$ cat src/rtl/adc_seq_pkg.sv
package adc_seq_pkg;
  typedef enum logic [1:0] {
    ST_IDLE = 2'd0,
    ST_WAIT = 2'd1,
    ST_CONV = 2'd2
  } seq_state_t;
endpackage

$ cat src/rtl/adc_tad_gen.sv
// Conversion-clock tick source: a programmable divider or external RC ticks.
module adc_tad_gen #(
  parameter int unsigned DIV0 = 2,
  parameter int unsigned DIV1 = 8,
  parameter int unsigned DIV2 = 32,
  parameter int unsigned DIV3 = 64
) (
  input  logic       clk,
  input  logic       rst,
  input  logic       run,
  input  logic       clk_sel,
  input  logic [1:0] div_sel,
  input  logic       rc_tick,
  output logic       tick
);
  localparam int unsigned MAX01  = (DIV0 > DIV1) ? DIV0 : DIV1;
  localparam int unsigned MAX23  = (DIV2 > DIV3) ? DIV2 : DIV3;
  localparam int unsigned MAXDIV = (MAX01 > MAX23) ? MAX01 : MAX23;
  localparam int unsigned CNT_W  = (MAXDIV > 2) ? $clog2(MAXDIV) : 1;

  logic [CNT_W-1:0] cnt;
  logic [CNT_W-1:0] last;

  always_comb begin
    case (div_sel)
      2'd0:    last = CNT_W'(DIV0 - 1);
      2'd1:    last = CNT_W'(DIV1 - 1);
      2'd2:    last = CNT_W'(DIV2 - 1);
      default: last = CNT_W'(DIV3 - 1);
    endcase
  end

  always_ff @(posedge clk) begin
    if (rst || !run || clk_sel) begin
      cnt <= '0;
    end else if (cnt == last) begin
      cnt <= '0;
    end else begin
      cnt <= cnt + 1'b1;
    end
  end

  assign tick = run && (clk_sel ? rc_tick : (cnt == last));
endmodule

$ cat src/rtl/adc_sar_reg.sv
// Successive-approximation register: MSB-first trial and keep.
module adc_sar_reg #(
  parameter int unsigned NBITS = 10
) (
  input  logic             clk,
  input  logic             rst,
  input  logic             start,
  input  logic             step,
  input  logic             cmp_in,
  output logic [NBITS-1:0] trial,
  output logic [NBITS-1:0] value
);
  logic [NBITS-1:0] acc;
  logic [NBITS-1:0] mask;

  always_ff @(posedge clk) begin
    if (rst) begin
      acc  <= '0;
      mask <= '0;
    end else if (start) begin
      acc  <= '0;
      mask <= {1'b1, {(NBITS-1){1'b0}}};
    end else if (step && (mask != '0)) begin
      if (cmp_in) acc <= acc | mask;
      mask <= mask >> 1;
    end
  end

  assign trial = acc | mask;
  assign value = acc;
endmodule

$ cat src/rtl/adc_sar_seq.sv
module adc_sar_seq #(
  parameter int unsigned NBITS     = 10,
  parameter int unsigned CONV_TADS = 12,
  parameter int unsigned DIV0      = 2,
  parameter int unsigned DIV1      = 8,
  parameter int unsigned DIV2      = 32,
  parameter int unsigned DIV3      = 64
) (
  input  logic             clk,
  input  logic             rst,
  input  logic             q4,
  input  logic             go_wr,
  input  logic             go_wdata,
  input  logic             flag_clr,
  input  logic             clk_sel,
  input  logic [1:0]       div_sel,
  input  logic             rc_tick,
  input  logic             cmp_in,
  output logic [NBITS-1:0] dac_code,
  output logic             sample_en,
  output logic             go,
  output logic             done_flag,
  output logic [NBITS-1:0] result
);
  import adc_seq_pkg::*;

  localparam int unsigned TW = $clog2(CONV_TADS);
  localparam logic [TW-1:0] LAST_TAD  = TW'(CONV_TADS - 1);
  localparam logic [TW-1:0] LAST_STEP = TW'(NBITS - 1);

  seq_state_t       state;
  logic [TW-1:0]    tadc;
  logic             pend_v;
  logic             pend_d;
  logic             wr_now;
  logic             wr_val;
  logic             tick;
  logic             conv_start;
  logic             abort;
  logic             sar_step;
  logic [NBITS-1:0] sar_value;

  // A write in the same cycle as q4 overrides any pending one.
  assign wr_now = go_wr | pend_v;
  assign wr_val = go_wr ? go_wdata : pend_d;
  assign abort  = q4 && wr_now && !wr_val && (state != ST_IDLE);

  assign conv_start = (state == ST_WAIT) && !abort && (!clk_sel || q4);
  assign sar_step   = (state == ST_CONV) && !abort && tick && (tadc <= LAST_STEP);

  adc_tad_gen #(
    .DIV0(DIV0), .DIV1(DIV1), .DIV2(DIV2), .DIV3(DIV3)
  ) u_tad (
    .clk     (clk),
    .rst     (rst),
    .run     (state == ST_CONV),
    .clk_sel (clk_sel),
    .div_sel (div_sel),
    .rc_tick (rc_tick),
    .tick    (tick)
  );

  adc_sar_reg #(.NBITS(NBITS)) u_sar (
    .clk    (clk),
    .rst    (rst),
    .start  (conv_start),
    .step   (sar_step),
    .cmp_in (cmp_in),
    .trial  (dac_code),
    .value  (sar_value)
  );

  // Pending software write, consumed on every q4.
  always_ff @(posedge clk) begin
    if (rst) begin
      pend_v <= 1'b0;
      pend_d <= 1'b0;
    end else if (q4) begin
      pend_v <= 1'b0;
    end else if (go_wr) begin
      pend_v <= 1'b1;
      pend_d <= go_wdata;
    end
  end

  always_ff @(posedge clk) begin
    if (rst) begin
      state     <= ST_IDLE;
      tadc      <= '0;
      go        <= 1'b0;
      sample_en <= 1'b1;
      done_flag <= 1'b0;
      result    <= '0;
    end else begin
      if (flag_clr) done_flag <= 1'b0;
      case (state)
        ST_IDLE: begin
          if (q4 && wr_now && wr_val) begin
            go    <= 1'b1;
            state <= ST_WAIT;
          end
        end
        ST_WAIT: begin
          if (abort) begin
            go    <= 1'b0;
            state <= ST_IDLE;
          end else if (conv_start) begin
            sample_en <= 1'b0;
            tadc      <= '0;
            state     <= ST_CONV;
          end
        end
        ST_CONV: begin
          if (abort) begin
            go        <= 1'b0;
            sample_en <= 1'b1;
            state     <= ST_IDLE;
          end else if (tick) begin
            if (tadc == LAST_TAD) begin
              result    <= sar_value;
              done_flag <= 1'b1;
              go        <= 1'b0;
              sample_en <= 1'b1;
              state     <= ST_IDLE;
            end else begin
              tadc <= tadc + 1'b1;
            end
          end
        end
        default: state <= ST_IDLE;
      endcase
    end
  end
endmodule

$ cat config.mk
export PLATFORM = sky130hd
export DESIGN_NAME = adc_sar_seq
export DESIGN_NICKNAME = d
export VERILOG_FILES = /design/src/rtl/adc_seq_pkg.sv /design/src/rtl/adc_tad_gen.sv /design/src/rtl/adc_sar_reg.sv /design/src/rtl/adc_sar_seq.sv
export SDC_FILE = /design/constraint.sdc
export NUM_CORES = 1
export LEC_CHECK = 0
export ABC_AREA = 1
export BUFFER_PORTS_ARGS = -buffer_cell sky130_fd_sc_hd__buf_2
export CAP_MARGIN = 20
export CORE_MARGIN = 5
export CORE_UTILIZATION = 45
export CTS_BUF_LIST = sky130_fd_sc_hd__clkbuf_16
export DETAILED_ROUTE_END_ITERATION = 8
export PLACE_DENSITY_LB_ADDON = 0.15
export SLEW_MARGIN = 10
export SYNTH_ARGS = -nofsm -noshare
export SYNTH_HDL_FRONTEND = slang
export SYNTH_HIERARCHICAL = 1
export SYNTH_SLANG_ARGS = --single-unit
export TNS_END_PERCENT = 10
$ cat constraint.sdc
create_clock -name clk -period 2.2 [get_ports clk]
set_input_delay 0.44 -clock clk [delete_from_list [all_inputs] [get_ports clk]]
set_output_delay 0.44 -clock clk [all_outputs]
set_load 0.02 [all_outputs]
==> out/summary.txt, run 1 <==
Syn Area/Cell - 7.56 sq um
Iteration-0 DRC Markers - 100
Async SR Flop Fraction - 0%
DRC - 0
Seq/Total Area, Yosys - 39.0%
crit end category - flip-flop
Num CTS Buffers - 5
# rows - 26
period utilisation layout - 89.9%
data required time of the critical path - 2.42 ns
Synth Flop Type - dfxtp_1
CP Depth - 11
Reg2Reg Depth - 11
Syn. warnings - 6
post-synthesis simple-gate area fraction - 29.3%
cell area after placement - 2670 sq um
hold depth - 4
Antenna Nets Post-Route - 0
initial antenna violation count - 0
Net Count, Synth - 338
Max Cap Viol - 0
Total Wirelength - 4.74 mm
Unique masters post-synth - 32
Port-buffer cells - 33
Max clock buf depth - 2
Critical Path Max Stage Delay - 0.40 ns
worst skew pair latency - 0.29 ns
area delta synth->final - 16.8%
clock transition at the registers of the reported paths - 0.07 ns
CP Launch Type - flip-flop
Initial Utilization - 46.9%
xor/xnor cell area share of the yosys netlist - 2.18%
status - completed
Post-synth EDFFs - 0
H-tree Lvls - 2
mux contribution to synthesized area - 2.08%
top cell family by delay on the critical path - simple AND/OR/NAND/NOR gates
Power, Total - 2210 uW
Vias/cell - 4.68
first-pass GRT wire length - 8.51 mm
CTS tree - built
Mapped Cells - 319
Least-Margin Pin Slew - 0.368 ns
Final HPWL DP - 3.60 mm
crit-path cells - inv_2, nand2_1, nand2_1, nor2_2, nand3_2, a21oi_1, nand2_1, a211oi_2, buf_4, nand3_4, a21oi_2
largest net degree at the start of global routing - 22
DIE AREA - 6920 sq um
Compound-Gate Fraction of Synth Area - 12.9%
WL per Instance - 11.0 um
combinational family with the most area after synthesis - simple AND/OR/NAND/NOR gates
Setup TNS - 0 ns
most frequent CP cell - nand2_1
GRT Total Usage - 14.6%
leak pwr - 0.00120 uW
Via Count - 2008
drt first pass iters - 4
Post-Synth Adder-Cell Area - 4.15%
Die Ht - 83.2 um
NumNets Final - 377
fill count - 505
synthesis-stage register bit count - 47
slowest cell on the critical path - dfxtp_1
number of global-route vias before repair - 1946
Buf/Inv on CP - 2
io pins - 34
gpl congestion - 0.826
share of layout cells above drive strength 1 - 26.5%
Cell Area, Synth - 2410 sq um
Slew headroom - 75.4%
grt total ovfl - 0
Fmax - 0.506 GHz
Die Wd - 83.2 um
core area - 5140 sq um
Tightest Hold Check Type - input pin to flip-flop
Data arrival, critical path - 2.20 ns
Final setup viols - 0
Worst Setup Path Type - flip-flop to flip-flop
RSZ-0062 raised after global routing - false
VDD IR max - 0.371 mV
Design Area, Final - 2820 sq um
antenna cells - 0
power per cell area - 784 nW/um^2
Setup Skew - 0.00525 ns
Worst Path Max Fanout - 10
final core utilization - 54.8%
Final min period - 1.98 ns
CTS sink count - 47
Fin. Hold Viols - 0
Slew Viols, Final - 0
CTS root buf - clkbuf_16
## sequential cells by signal, summed over array words and instances, names as in the netlist
name / count
done_flag: 1
sample_en: 1
pend_d: 1
u_tad/cnt: 6
go: 1
u_sar/mask: 10
pend_v: 1
tadc: 4
u_sar/value: 10
state: 2
result: 10
## cell type report
class | count | area [sq um] | share of cell area, %
clock buffers | 5 | 125 | 4.44
clock inverters | 3 | 20.0 | 0.711
inverters | 56 | 210 | 7.46
multi-input cells | 210 | 1230 | 43.7
flip-flops and latches | 47 | 941 | 33.4
well taps | 70 | 87.6 | 3.11
repair buffers | 38 | 203 | 7.20
## what timing repair did
item,CTS,global route
buffers inserted,0,0
gates resized for setup,0,1
hold buffers,0,0
setup endpoints to repair,0,19
hold endpoints to repair,0,0
## through the flow
stage	setup slack [ns]	hold WS [ns]	std cells
floorplan	0.340	0.440	319
global placement	0.120	0.431	421
detailed placement	0.0149	0.434	421
CTS	0.145	0.399	429
global route	0.00662	0.431	429
finish	0.222	0.400	429
## path summary, 6_finish.rpt
kind	from	endpoint	slack (ns)
worst max-delay path	u_tad/cnt[4]$_SDFF_PP0_	u_sar/value[2]$_SDFFE_PP0P_	0.22
worst min-delay path	flag_clr	done_flag$_SDFF_PP0_	0.40
worst min register to register	result[2]$_SDFFE_PP0P_	result[2]$_SDFFE_PP0P_	0.44
worst max register to register	u_tad/cnt[4]$_SDFF_PP0_	u_sar/value[2]$_SDFFE_PP0P_	0.22
## synth_stat cells (3+ instances only)
cell / instances / area (sq um)
nor2_1: 34 / 128
ha_1: 8 / 100
nand3_1: 18 / 90.1
o21ai_0: 5 / 25.0
nand2_1: 56 / 210
nand2_2: 8 / 50.1
o21ai_1: 9 / 45.0
a21oi_1: 19 / 95.1
nor2_4: 3 / 33.8
inv_1: 51 / 191
xor2_1: 4 / 35.0
a21oi_2: 13 / 114
mux2i_1: 5 / 50.1
dfxtp_1: 47 / 941
inv_2: 5 / 18.8
or2_2: 6 / 37.5
nand3_2: 5 / 50.1
nor2_2: 4 / 25.0
## tightest hold or removal path, stage by stage
cell     delay [ns]
buf_2          0.07
inv_1          0.03
nand2_1        0.04
a21oi_1        0.05
## layer usage
layer / track usage, % / up-vias / share of wire [%]
li1: - / 1078 / -
met1: 18.9 / 899 / 50
met4: 4.61 / 0 / 1.4
met3: 3.86 / 7 / 4.3
met2: 23.6 / 24 / 45
met5: 0 / - / 0
## power breakdown
part / total, uW / internal [uW] / switching [uW]
clock network: 743 / 419 / 324
registers: 938 / 899 / 39.2
logic: 527 / 183 / 344
## cells in the final DEF, fill, tap and decap left out
master / instances
a211oi_2: 1
a21oi_1: 19
a21oi_2: 13
buf_2: 33
buf_4: 5
clkbuf_16: 5
clkinv_1: 1
clkinv_4: 1
clkinvlp_4: 1
dfxtp_1: 47
ha_1: 8
inv_1: 51
inv_2: 5
mux2i_1: 5
nand2_1: 56
nand2_2: 8
nand2_4: 1
nand3_1: 18
nand3_2: 5
nand3_4: 2
nand3b_2: 1
nand4_1: 2
nor2_1: 34
nor2_2: 3
nor2_4: 4
nor3_1: 1
nor3b_1: 1
o21ai_0: 5
o21ai_1: 9
o21ai_4: 1
o21bai_1: 1
or2_2: 6
xnor2_1: 2
xor2_1: 4
## kinds of logic after synthesis
kind of cell | count (synthesis)
and+or+nand+nor | 142
muxes | 5
DFF | 47
xor gates and xnor gates | 6
buffers and inverters | 62
adders and majority gates | 8
AOI/OAI and AO/OA | 49
Note: power is estimated with default switching activity, not from simulation.
==> inputs of run 2 (changes only) <==
--- a/config.mk
+++ b/config.mk
@@ -8,8 +8,10 @@
 export ABC_AREA = 1
 export BUFFER_PORTS_ARGS = -buffer_cell sky130_fd_sc_hd__buf_2
 export CAP_MARGIN = 20
+export CELL_PAD_IN_SITES_DETAIL_PLACEMENT = 1
+export CELL_PAD_IN_SITES_GLOBAL_PLACEMENT = 2
 export CORE_MARGIN = 5
-export CORE_UTILIZATION = 45
+export CORE_UTILIZATION = 29
 export CTS_BUF_LIST = sky130_fd_sc_hd__clkbuf_16
 export DETAILED_ROUTE_END_ITERATION = 8
 export PLACE_DENSITY_LB_ADDON = 0.15
==> constraint.sdc (replaced) <==
create_clock -name clk -period 1.8 [get_ports clk]
set_input_delay 0.36 -clock clk [delete_from_list [all_inputs] [get_ports clk]]
set_output_delay 0.36 -clock clk [all_outputs]
set_load 0.02 [all_outputs]
==> run 2 against run 1 <==
The flow now finishes with violations (negative setup slack). Die area grew 48%. Critical path depth decreased by 1. Via count grew 4.1%. Power is 38% higher. Count of clock-buffer cells in the layout did not move. Non-clock buffer count is 17 higher. Global-route usage shrank 1.7 points. Critical endpoint is now u_sar/mask[6]$_SDFFE_PP0P_. Highest routed layer unchanged.
==> out/summary.txt, run 2 (same netlist as run 1, synthesis figures left out) <==
Worst Path Max Fanout - 6 (-4)
GRT Total Usage - 12.8% (-1.7 points)
Initial Utilization - 29.5% (-17 points)
Critical Path Max Stage Delay - 0.36 ns (-0.04 ns)
met1 usage - 18.5% (-0.33 points)
NumNets Final - 395 (+4.8%)
Least-Margin Pin Slew - 0.386 ns (+0.0187 ns)
CTS tree - built
power per cell area - 974 nW/um^2 (+24%)
Die Wd - 101 um (+22%)
cell area after placement - 2830 sq um (+6.1%)
area delta synth->final - 29.7%
largest net degree at the start of global routing - 21 (-4.5%)
Buf/Inv on CP - 1 (-1)
period utilisation layout - 103% (+13 points)
Worst Setup Path Type - flip-flop to flip-flop
Setup Skew - 0.00559 ns (+0.000341 ns)
VDD IR max - 0.356 mV (-3.9%)
Slew headroom - 74.0% (-1.5 points)
slowest cell on the critical path - dfxtp_4
Max clock buf depth - 2 (unchanged)
antenna cells - 0 (unchanged)
fill count - 1027 (+100%)
CTS sink count - 47 (unchanged)
gr busiest metal - met2
status - finished with violations
H-tree Lvls - 2 (unchanged)
most common cell after layout, fill and taps aside - nand2_1
Design Area, Final - 3130 sq um (+11%)
# hold bufs at CTS - 0 (unchanged)
data required time of the critical path - 1.98 ns (-0.44 ns)
# rows - 33 (+27%)
Antenna Nets Post-Route - 0 (unchanged)
most frequent CP cell - nand2_2
Final setup viols - 19 (+19)
Data arrival, critical path - 2.03 ns (-0.17 ns)
Vias/cell - 4.34 (-7.4%)
Total Wirelength - 6.22 mm (+31%)
FF+latch area - 952 sq um (+1.2%)
Num CTS Buffers - 5 (unchanged)
grt total ovfl - 0 (unchanged)
Final Worst Setup Slack - -0.0492 ns (-0.271 ns)
share of layout cells above drive strength 1 - 34.5% (+8.0 points)
top cell family by delay on the critical path - simple AND/OR/NAND/NOR gates
Final HPWL DP - 4.65 mm (+29%)
Fmax - 0.541 GHz (+7.0%)
io pins - 34 (unchanged)
WL per Instance - 12.9 um (+17%)
Fin. Hold Viols - 0 (unchanged)
Via Count - 2090 (+4.1%)
area of the multi-input gates - 1300 sq um (+5.9%)
Final min period - 1.85 ns (-0.129 ns)
failing checks - negative setup slack
crit end category - flip-flop
worst skew pair latency - 0.29 ns (about the same)
number of global-route vias before repair - 2175 (+12%)
gpl congestion - 0.783 (-5.1%)
initial antenna violation count - 0 (unchanged)
Port-buffer cells - 33 (unchanged)
Die Ht - 101 um (+22%)
most frequent cells in the layout - nand2_1, inv_1, dfxtp_1
RSZ-0062 raised after global routing - true
core area - 8180 sq um (+59%)
drt first pass iters - 4 (unchanged)
CTS root buf - clkbuf_16
first-pass GRT wire length - 10.4 mm (+23%)
CP Launch Type - flip-flop
Max Cap Viol - 0 (unchanged)
grt met2 use - 19.1% (-4.5 points)
Iteration-0 DRC Markers - 66 (-34%)
Slew Viols, Final - 0 (unchanged)
clock transition at the registers of the reported paths - 0.07 ns (about the same)
DIE AREA - 10200 sq um (+48%)
Power, Total - 3050 uW (+38%)
leak pwr - 0.00132 uW (+10%)
Tightest Hold Check Type - input pin to flip-flop
M3 GR Usage - 2.89% (-0.97 points)
DRC - 0 (unchanged)
crit-path cells - nor2_2, nand3_1, nand2_2, nand3_2, a21oi_2, nand2_2, a211oi_4, buf_6, mux2i_1, nor2_1
## run 2: cell types whose count changed in the layout (fill, tap and decap cells not counted), moves of 2 or more
cell,previous run,this run
buf_4,5,19
nor2_2,3,6
buf_12,0,2
dfxtp_1,47,42
nand2_1,56,54
a21oi_1,19,17
nor2_1,34,31
dfxtp_4,0,2
a21oi_2,13,15
nand2_2,8,10
dfxtp_2,0,3
## run 2: per-stage QoR
step / instances / setup TNS, ns / hold WS (ns) / worst slack, ns / utilization [%]
after floorplan: 319 / 0 / 0.429 / 0.00221 / -
after global placement: 468 / -3.80 / 0.432 / -0.207 / 34.6
after detailed placement: 468 / -5.86 / 0.440 / -0.293 / 34.6
after CTS: 478 / 0 / 0.308 / 0.00789 / 37.3
after global routing: 482 / -4.12 / 0.320 / -0.197 / 38.3
final: 482 / -0.552 / 0.308 / -0.0492 / 38.3
## run 2: final timing paths
check | startpoint | endpoint | slack (ns) | cells past startpoint
worst min register to register | result[6]$_SDFFE_PP0P_ | result[6]$_SDFFE_PP0P_ | 0.45 | 2
worst max register to register | u_tad/cnt[2]$_SDFF_PP0_ | u_sar/mask[6]$_SDFFE_PP0P_ | -0.05 | 10
worst max-delay path | u_tad/cnt[2]$_SDFF_PP0_ | u_sar/mask[6]$_SDFFE_PP0P_ | -0.05 | 10
worst min-delay path | q4 | pend_v$_SDFFE_PP0P_ | 0.31 | 2
## run 2: repair_timing
action / CTS / global route
cloned: 2 / 0
setup buffers: 0 / 4
resized for setup: 11 / 14
setup endpoints to repair: 25 / 37
pin swaps: 2 / 10
## run 2: cell type report
| type | instances | area share [%] |
|---|---|---|
| Sequential cell | 47 | 30.4 |
| Clock buffer | 5 | 4.00 |
| Clock inverter | 3 | 1.52 |
| Multi-Input combinational cell | 211 | 41.6 |
| Tap cell | 105 | 4.20 |
| Inverter | 56 | 6.72 |
| Timing Repair Buffer | 55 | 11.5 |
## run 2: worst reg2reg max path, cell delays in order (launching register included)
cell	delay [ns]
dfxtp_4	0.36
nor2_2	0.10
nand3_1	0.09
nand2_2	0.08
nand3_2	0.10
a21oi_2	0.19
nand2_2	0.09
a211oi_4	0.29
buf_6	0.19
mux2i_1	0.20
nor2_1	0.05
## run 2: power by group
part | internal, uW | switching, uW | leakage [uW]
clock | 664 | 433 | 0.0000844
sequential | 1100 | 47.0 | 0.000383
combinational | 313 | 491 | 0.000851
total | 2070 | 972 | 0.00132
## run 2: per-layer routing
metal / share of wire (%) / wire (um)
met4: 0.82 / 51
met1: 52 / 3250
met3: 3.1 / 192
met5: 0 / 0
met2: 44 / 2730
